===== src/rtl/cfr_pkg.sv =====
package cfr_pkg;
  localparam int CODE_W = 4;

  typedef logic [CODE_W-1:0] fcode_t;

  typedef enum logic [1:0] {
    ST_READY    = 2'b00,
    ST_CHARGING = 2'b01,
    ST_DONE     = 2'b10,
    ST_FAULT    = 2'b11
  } chg_state_e;

  typedef enum logic [1:0] {
    LP_NONE  = 2'b00,
    LP_VDPM  = 2'b01,
    LP_ILIM  = 2'b10,
    LP_THERM = 2'b11
  } loop_e;

  // source index -> reported code (index 0 is code 1)
  function automatic fcode_t idx_to_code(int idx);
    return fcode_t'(idx + 1);
  endfunction

  // charge state shown to the host: fault wins, then done, then charging
  function automatic chg_state_e fold_state(logic fault, logic done, logic run);
    if (fault)     return ST_FAULT;
    else if (done) return ST_DONE;
    else if (run)  return ST_CHARGING;
    else           return ST_READY;
  endfunction
endpackage


===== src/rtl/cfr_fault_queue.sv =====
module cfr_fault_queue
  import cfr_pkg::*;
#(
  parameter int NF    = 10,
  parameter int DEPTH = 8
) (
  input  logic          clk,
  input  logic          rst_n,
  input  logic [NF-1:0] evt,
  input  logic          pop,
  output fcode_t        head,
  output logic          empty,
  output logic [NF-1:0] taken
);
  localparam int PW   = (DEPTH > 1) ? $clog2(DEPTH) : 1;
  localparam int CNTW = $clog2(DEPTH + 1);

  fcode_t          slots [DEPTH];
  logic [PW-1:0]   rd_ptr;
  logic [CNTW-1:0] cnt;
  logic [NF-1:0]   pend;
  logic [NF-1:0]   pend_left;
  logic            do_pop;
  logic [PW-1:0]   wr_at [NF];
  logic [CNTW-1:0] cnt_next;

  function automatic logic [PW-1:0] ring_at(logic [PW-1:0] base, int off);
    return PW'((int'(base) + off) % DEPTH);
  endfunction

  function automatic logic [NF-1:0] code_mask(fcode_t c);
    logic [NF-1:0] m;
    for (int i = 0; i < NF; i++) m[i] = (c == idx_to_code(i));
    return m;
  endfunction

  // pop first, then admit new codes in ascending order while room remains
  always_comb begin
    int room;
    int rank;
    do_pop    = pop && (cnt != '0);
    pend_left = do_pop ? (pend & ~code_mask(slots[rd_ptr])) : pend;
    room      = DEPTH - int'(cnt) + (do_pop ? 1 : 0);
    rank      = 0;
    taken     = '0;
    for (int i = 0; i < NF; i++) begin
      wr_at[i] = ring_at(rd_ptr, int'(cnt) + rank);
      if (evt[i] && !pend_left[i] && (rank < room)) begin
        taken[i] = 1'b1;
        rank     = rank + 1;
      end
    end
    cnt_next = CNTW'(int'(cnt) - (do_pop ? 1 : 0) + rank);
  end

  always_ff @(posedge clk or negedge rst_n) begin
    if (!rst_n) begin
      rd_ptr <= '0;
      cnt    <= '0;
      pend   <= '0;
    end else begin
      if (do_pop) rd_ptr <= ring_at(rd_ptr, 1);
      cnt  <= cnt_next;
      pend <= pend_left | taken;
    end
  end

  always_ff @(posedge clk) begin
    for (int i = 0; i < NF; i++) begin
      if (taken[i]) slots[wr_at[i]] <= idx_to_code(i);
    end
  end

  assign empty = (cnt == '0);
  assign head  = empty ? '0 : slots[rd_ptr];
endmodule


===== src/rtl/cfr_pulse_timer.sv =====
module cfr_pulse_timer #(
  parameter int WIDTH_US = 256
) (
  input  logic clk,
  input  logic rst_n,
  input  logic fire,
  input  logic us_tick,
  output logic pulse
);
  localparam int TW = $clog2(WIDTH_US + 1);

  logic [TW-1:0] left;

  always_ff @(posedge clk or negedge rst_n) begin
    if (!rst_n)                      left <= '0;
    else if (fire)                   left <= TW'(WIDTH_US);
    else if (us_tick && left != '0)  left <= left - TW'(1);
  end

  assign pulse = (left != '0);
endmodule


===== src/rtl/cfr_loop_latch.sv =====
module cfr_loop_latch
  import cfr_pkg::*;
(
  input  logic       clk,
  input  logic       rst_n,
  input  logic [2:0] loop_req,
  input  logic       clr,
  output loop_e      held
);
  function automatic loop_e first_loop(logic [2:0] r);
    if (r[0])      return LP_VDPM;
    else if (r[1]) return LP_ILIM;
    else if (r[2]) return LP_THERM;
    else           return LP_NONE;
  endfunction

  always_ff @(posedge clk or negedge rst_n) begin
    if (!rst_n)                held <= LP_NONE;
    else if (clr)              held <= LP_NONE;
    else if (held == LP_NONE)  held <= first_loop(loop_req);
  end
endmodule


===== src/rtl/chg_fault_reporter.sv =====
module chg_fault_reporter
  import cfr_pkg::*;
#(
  parameter int NUM_FAULTS  = 10,
  parameter int QUEUE_DEPTH = 8,
  parameter int PULSE_US    = 256
) (
  input  logic                  clk,
  input  logic                  rst_n,
  input  logic [NUM_FAULTS-1:0] fault_evt,
  input  logic [NUM_FAULTS-1:0] fault_act,
  input  logic                  chg_run,
  input  logic                  chg_done,
  input  logic                  wd_fault,
  input  logic                  wd_en,
  input  logic                  rd_stb,
  input  logic                  us_tick,
  input  logic [2:0]            loop_req,
  input  logic                  loop_rd,
  output logic [7:0]            stat_byte,
  output logic [1:0]            loop_stat,
  output logic                  int_pulse,
  output logic                  stat_pulse
);
  localparam int NPULSE = 2;

  fcode_t                q_head;
  logic                  q_empty;
  logic [NUM_FAULTS-1:0] q_taken;
  logic                  fault_fire;
  fcode_t                act_code;
  fcode_t                shown_code;
  chg_state_e            shown_state;
  loop_e                 loop_q;
  logic [NPULSE-1:0]     pulses;

  function automatic fcode_t lowest_active(logic [NUM_FAULTS-1:0] a);
    fcode_t c = '0;
    for (int i = NUM_FAULTS - 1; i >= 0; i--) begin
      if (a[i]) c = idx_to_code(i);
    end
    return c;
  endfunction

  cfr_fault_queue #(
    .NF    (NUM_FAULTS),
    .DEPTH (QUEUE_DEPTH)
  ) u_queue (
    .clk   (clk),
    .rst_n (rst_n),
    .evt   (fault_evt),
    .pop   (rd_stb),
    .head  (q_head),
    .empty (q_empty),
    .taken (q_taken)
  );

  assign fault_fire = |q_taken;

  // one timer per pulsed output (interrupt, status pin)
  for (genvar g = 0; g < NPULSE; g++) begin : g_pulse
    cfr_pulse_timer #(
      .WIDTH_US (PULSE_US)
    ) u_timer (
      .clk     (clk),
      .rst_n   (rst_n),
      .fire    (fault_fire),
      .us_tick (us_tick),
      .pulse   (pulses[g])
    );
  end

  cfr_loop_latch u_loop (
    .clk      (clk),
    .rst_n    (rst_n),
    .loop_req (loop_req),
    .clr      (loop_rd),
    .held     (loop_q)
  );

  assign act_code    = lowest_active(fault_act);
  assign shown_code  = q_empty ? act_code : q_head;
  assign shown_state = fold_state(shown_code != '0, chg_done, chg_run);

  assign stat_byte  = {wd_fault, wd_en, shown_state, shown_code};
  assign loop_stat  = loop_q;
  assign int_pulse  = pulses[0];
  assign stat_pulse = pulses[1];
endmodule


===== config.mk =====
export PLATFORM = sky130hd
export DESIGN_NAME = chg_fault_reporter
export DESIGN_NICKNAME = d
export VERILOG_FILES = /design/src/rtl/cfr_pkg.sv /design/src/rtl/cfr_fault_queue.sv /design/src/rtl/cfr_pulse_timer.sv /design/src/rtl/cfr_loop_latch.sv /design/src/rtl/chg_fault_reporter.sv
export SDC_FILE = /design/constraint.sdc
export NUM_CORES = 1
export LEC_CHECK = 0
export CORE_MARGIN = 2
export CORE_UTILIZATION = 43
export CTS_BUF_LIST = sky130_fd_sc_hd__clkbuf_4
export CTS_CLUSTER_DIAMETER = 100
export DETAILED_ROUTE_END_ITERATION = 10
export DONT_BUFFER_PORTS = 1
export HOLD_SLACK_MARGIN = 0.15
export SYNTH_ARGS = -nofsm -noshare
export SYNTH_HDL_FRONTEND = slang
export SYNTH_SLANG_ARGS = --single-unit

===== constraint.sdc =====
create_clock -name clk -period 37.5 [get_ports clk]
set_clock_uncertainty 0.1 [all_clocks]
set_input_delay 9.375 -clock clk [delete_from_list [all_inputs] [get_ports clk]]
set_output_delay 9.375 -clock clk [all_outputs]
set_load 0.02 [all_outputs]

# Word level (Yosys, flattened, before mapping)
# Memories as Yosys holds them, arrays and structs flattened.
# Cells that the tools add are included.
# totals
romBits,0
elab_cells,173
ram_bits,32
latch_bits,0
reg_bits,37
output_inout_bits,12
n_memories,1
# classes
div,0
n_bitwise,3
n_reduce_logical,43
order_cmp,10
n_eq_ne,10
addsub,35
n_shift,0
muxes,65
mul,0
# memory_table
memory,depth,word_bits,read_ports,rd_ports_with_merged_regs,write_ports,line,text
u_queue.slots,8,4,1,0,10,cfr_fault_queue.sv:18,fcode_t slots [DEPTH];
# ops
operator,n
less-than comparator 32 bit,7
two-way mux 32 bit,7
"adder 32 x 2 -> 32 bit, second input constant",6
adder 3 bit,18
two-way mux 4 bit,12
two-way mux 9 bit,4
two-way mux 1 bit,33
adder 32 bit,1
"less-than comparator 1 x 32 -> 1 bit, first input constant",1
less-than comparator 2 x 32 -> 1 bit,1
less-than comparator 3 x 32 -> 1 bit,1
logical AND 1 bit,23
nonzero test 9 bit,2
"subtractor 9 x 1 -> 9 bit, second input constant",2
"equality test 4 x 3 -> 1 bit, second input constant",4
two-way mux 2 bit,8
"equality test 4 bit, second input constant",3
AND 10 bit,1
zero test 1 bit,10
two-way mux 10 bit,1
inverter 10 bit,1
OR 10 bit,1
OR reduction 10 bit,1
"equality test 4 x 2 -> 1 bit, second input constant",2
other kinds (13),16

# Logic depth before layout (Yosys ltp)
# An unclocked memory read counts as a cell.
# depth
ltp_word,38
mapped_depth,104
mapped_depth_nobuf,102

# By module
# From an unflattened synthesis, not the netlist that was laid out.
# hier_totals
cells_unflattened,975
area_unflattened_um2,8046.5
# modules_own_cells
module,area_per_inst_um2,n_inst,cells_per_inst
cfr_fault_queue,6681.4,1,829
cfr_pulse_timer,518.0,2,50
chg_fault_reporter,241.5,1,36
cfr_loop_latch,87.6,1,10

# Worst setup path after synthesis
# No wires, ideal clock.
# synth_timing
kind,input to register
from,in rd_stb
to,reg u_queue.cnt[3]
arrival_time_ns,26.206
cell_stages,96
slack_ns,11.060
cell_sequence,nor2b_1 > clkbuf_1 > ha_1 > and3_1 > nand3_1 > ha_1 > and2_1 > nand4_1 > nor2_1 > nand4_1 > nand3b_1 > nor2b_1 > nor2_1 > o31ai_1 > inv_1 > ha_1 > ha_1 > o21a_1 > [... 60 more ...] > mux2_2 > xnor2_1 > inv_1 > ha_1 > a21o_1 > a211o_1 > a31oi_1 > or4_1 > o21a_1 > inv_1 > mux2i_1 > ha_1 > inv_1 > ha_1 > a21o_1 > a21oi_1 > xnor2_1 > xnor3_1
# synth_via
elab_chain_len,34
word_cells_on_any_way,65
# synth_rtl
element,line,text
"start, declared",chg_fault_reporter.sv:16,"input logic rd_stb,"
logical AND 1 bit (*),cfr_fault_queue.sv:41,do_pop = pop && (cnt != '0);
two-way mux 1 bit / two-way mux 10 bit (equally long branches),"cfr_fault_queue.sv:43, cfr_fault_queue.sv:53, cfr_fault_queue.sv:42",
adder 32 bit / zero test 1 bit (equally long branches),"cfr_fault_queue.sv:43, cfr_fault_queue.sv:48",
less-than comparator 1 x 32 -> 1 bit / logical AND 1 bit (equally long branches),cfr_fault_queue.sv:48,if (evt[i] && !pend_left[i] && (rank < room)) begin
logical AND 1 bit,cfr_fault_queue.sv:48,
two-way mux 1 bit,cfr_fault_queue.sv:48,
less-than comparator 2 x 32 -> 1 bit,cfr_fault_queue.sv:48,
logical AND 1 bit,cfr_fault_queue.sv:48,
[... 19 more ...],n/a,
less-than comparator 32 bit,cfr_fault_queue.sv:48,
logical AND 1 bit,cfr_fault_queue.sv:48,
two-way mux 32 bit,cfr_fault_queue.sv:48,
less-than comparator 32 bit,cfr_fault_queue.sv:48,
logical AND 1 bit,cfr_fault_queue.sv:48,
two-way mux 4 bit,cfr_fault_queue.sv:48,
adder 4 bit (*),cfr_fault_queue.sv:53,cnt_next = CNTW'(int'(cnt) - (do_pop ? 1 : 0) + rank);
named net u_queue.cnt_next[3],cfr_fault_queue.sv:25,logic [CNTW-1:0] cnt_next;
"end signal, assigned",cfr_fault_queue.sv:63,cnt <= cnt_next;
"end, declared",cfr_fault_queue.sv:20,logic [CNTW-1:0] cnt;
# The timed path passes the listed nets; every way through them passes the cells marked *.
# A chain may end at the register's enable or synchronous reset.

# Worst setup path in the final report
# Same ends and word-level chain as after synthesis.

==> flow_summary_export.csv <==
group,metric,value,unit
floorplanning,ios,44,
floorplanning,dieArea,18800,um2
layout,drive_gt1_frac,0.0798,
clock_tree,clkTransAtPathRegs,0.13,ns
worst_setup_path,cpMostUsedCell,"ha_1",
synth,ys_seq_area_frac,0.206,
timing,tightest_slew,0.931,ns
clock_tree,cts-root-buf,"clkbuf_4",
routing,drtIter0Drc,515,
floorplanning,die_h,137,um
clock_tree,cts_tree,"built",
synth,syn_area_per_cell,8.31,um2
placement,routabilityCongestion,0.910,
synth,ys.flop_type,"dfrtp_1",
worst_setup_path,crit_buf_inv,5,
worst_setup_path,critPathSlowestCell,"a21oi_1",
layout,nets,1046,
worst_setup_path,required,37.75,ns
synth,syn_area,7620,um2
timing,slew_violations,0,
worst_setup_path,start_kind,"input port",
global_route,grt_use_met3,0.0422,
timing,post-route-period-util,0.781,
synth,synthTopCellsByCount,"nor2_1, nand2_1, ha_1",
hold_path,hold_class,"flip-flop to flip-flop",
floorplanning,coreArea,17300,um2
timing,finalHoldViolCount,0,
synth,synth_async_sr_flop_share,0.536,
routing,drt_first_pass_iters,5,
floorplanning,rows,48,
placement,io_buffer_count,0,
global_route,use_met1,0.327,
synth,syn_inst,917,
global_route,grt_pass1_vias,6267,
routing,drc,0,
routing,vias,6707,
global_route,antenna_found_initial,1,
layout,area_growth,5.26,%
routing,drtAntennaViolNets,0,
worst_setup_path,critPathMaxFanout,12,
clock_tree,clk_path_buf_depth,2,
floorplanning,die_w,137,um
routing,routed_wl,21.7,mm
global_route,track_usage,0.237,
global_route,grt_first_pass_wirelength,34.0,mm
outcome,status,"complete, no violations",
worst_setup_path,path_depth,89,
synth,synth-edff-count,0,
worst_setup_path,r2r_end,"u_queue.cnt[3]",
synth,yosysTopAreaCell,"dfrtp_1",
synth,yosysMostFrequentCell,"nor2_1",
clock_tree,cts_setup_buffers,0,
routing,wire_per_inst,18.8,um
worst_setup_path,criticalPathCategory,"input port to flip-flop",
global_route,grt_max_degree,38,
synth,ys_warn_count,0,
timing,slew_headroom,0.379,
worst_setup_path,startpoint,"rd_stb",
placement,dpl.hpwl,17.6,mm
global_route,globalRouteOverflowTotal,0,
clock_tree,clk_latency,0.46,ns
routing,via_per_inst,5.82,
synth,synth-seq-cells,69,
timing,setup_viol,0,
worst_setup_path,crit_family,"compound AO/OA/AOI/OAI gates",
worst_setup_path,rrSetupSlack,15.45,ns
hold_path,min_path_cells,2,
global_route,use_met2,0.379,
clock_tree,post_cts_resized,0,
timing,tns,0,ns
worst_setup_path,end_kind,"flip-flop",
floorplanning,start_util,0.440,
worst_setup_path,cp.arrival,29.53,ns
synth,synth.area.top_cells,"dfrtp_1, ha_1, dfxtp_1",
synth,synth_cell_type_count,85,
global_route,busiest_layer,"met2",
synth,yosysTopAreaCellShare,0.122,
clock_tree,htree_levels,3,
timing,fmax,34.1,MHz
worst_setup_path,reg2reg_depth,92,
clock_tree,clock-sinks,69,
clock_tree,cts_buffers,9,
worst_setup_path,crit_end,"u_queue.cnt[3]",
timing,period_needed,29.29,ns
worst_setup_path,reg2reg_from,"u_queue.cnt[0]",
timing,rsz0062_at_grt,"no",
clock_tree,cts_hold_buf,0,
flow_run,maxCapViolCount,0,
worst_setup_path,slowest_delay,0.68,ns
[worst min-delay path, cell delays in order, from the launching register on]
cell and delay (ns):
dfxtp_1 0.33, nand2_1 0.05, a21oi_1 0.06
[layout by cell type, fill, tap and decap left out, types with 9 or more instances in the layout]
cell type / instances
mux2i_1: 15
a21oi_1: 40
a21o_1: 19
xor2_1: 13
or2_2: 14
o21ai_0: 37
inv_1: 57
dfrtp_1: 37
xnor2_1: 38
nor2b_1: 14
nand3b_1: 9
nand2b_1: 22
or3_1: 11
nor2_1: 111
clkbuf_4: 9
nor3b_1: 9
nor3_1: 41
dfxtp_1: 32
nand2_1: 79
ha_1: 73
fa_1: 19
nand3_1: 34
conb_1: 11
nand4_1: 14
[worst min path at each step]
stage	end	from	slack, ns
floorplan	u_queue.slots[1][2]	u_queue.slots[1][2]	0.33
global placement	u_queue.slots[6][2]	u_queue.slots[6][2]	0.35
detailed placement	u_queue.slots[2][2]	u_queue.slots[2][2]	0.36
CTS	u_queue.slots[2][2]	u_queue.slots[2][2]	0.37
global route	u_queue.slots[1][2]	u_queue.slots[1][2]	0.40
finish	u_queue.slots[2][2]	u_queue.slots[2][2]	0.37
[area by class of cell]
cell class / instances / area (um2)
antenna: 1 / 2.50
fill: 1729 / 9280
sequential: 69 / 1570
multi-input combinational: 783 / 5780
tap: 225 / 282
timing repair buffer: 2 / 15.0
clock buffer: 9 / 67.6
inverter: 57 / 214
clock inverter: 7 / 96.3
[registers in the layout, indices dropped and copies added, names as in the netlist]
| name | flops |
|---|---|
| g_pulse.u_timer.left | 18 |
| u_queue.rd_ptr | 3 |
| u_loop.held | 2 |
| u_queue.cnt | 4 |
| u_queue.pend | 10 |
| u_queue.slots | 32 |
[per-layer routing]
| layer | wire (um) | part of all wire |
|---|---|---|
| met1 | 10000 | 0.46 |
| met4 | 394 | 0.018 |
| met3 | 1570 | 0.073 |
| met2 | 9710 | 0.45 |
| met5 | 0 | 0 |
[per-stage QoR]
stage | cells | setup WS, ns | hold slack (ns) | utilization | instance area (um2)
after floorplan | 927 | 11.06 | 0.332 | - | 7660
after global placement | 1136 | 8.35 | 0.347 | 0.454 | 7850
after detailed placement | 1136 | 8.04 | 0.355 | 0.454 | 7850
after CTS | 1152 | 8.48 | 0.373 | 0.463 | 8020
after global routing | 1153 | 6.64 | 0.405 | 0.464 | 8020
final | 1153 | 8.21 | 0.372 | 0.464 | 8020
[logic make-up after synthesis]
| kind of cell | Yosys count | share of synthesized area |
|---|---|---|
| multiplexers | 29 | 0.0507 |
| other | 1 | 0.000492 |
| AND/OR/NAND/NOR | 410 | 0.275 |
| flip-flops | 69 | 0.206 |
| buffers and inverters | 75 | 0.0412 |
| AO/OA/AOI/OAI | 176 | 0.158 |
| adder cells (fa/ha/maj) | 92 | 0.170 |
| XOR/XNOR | 65 | 0.0984 |
Power is left out: the tool's default activity adds up to more than one toggle a clock period on the data nets, which glitch-free logic cannot reach.
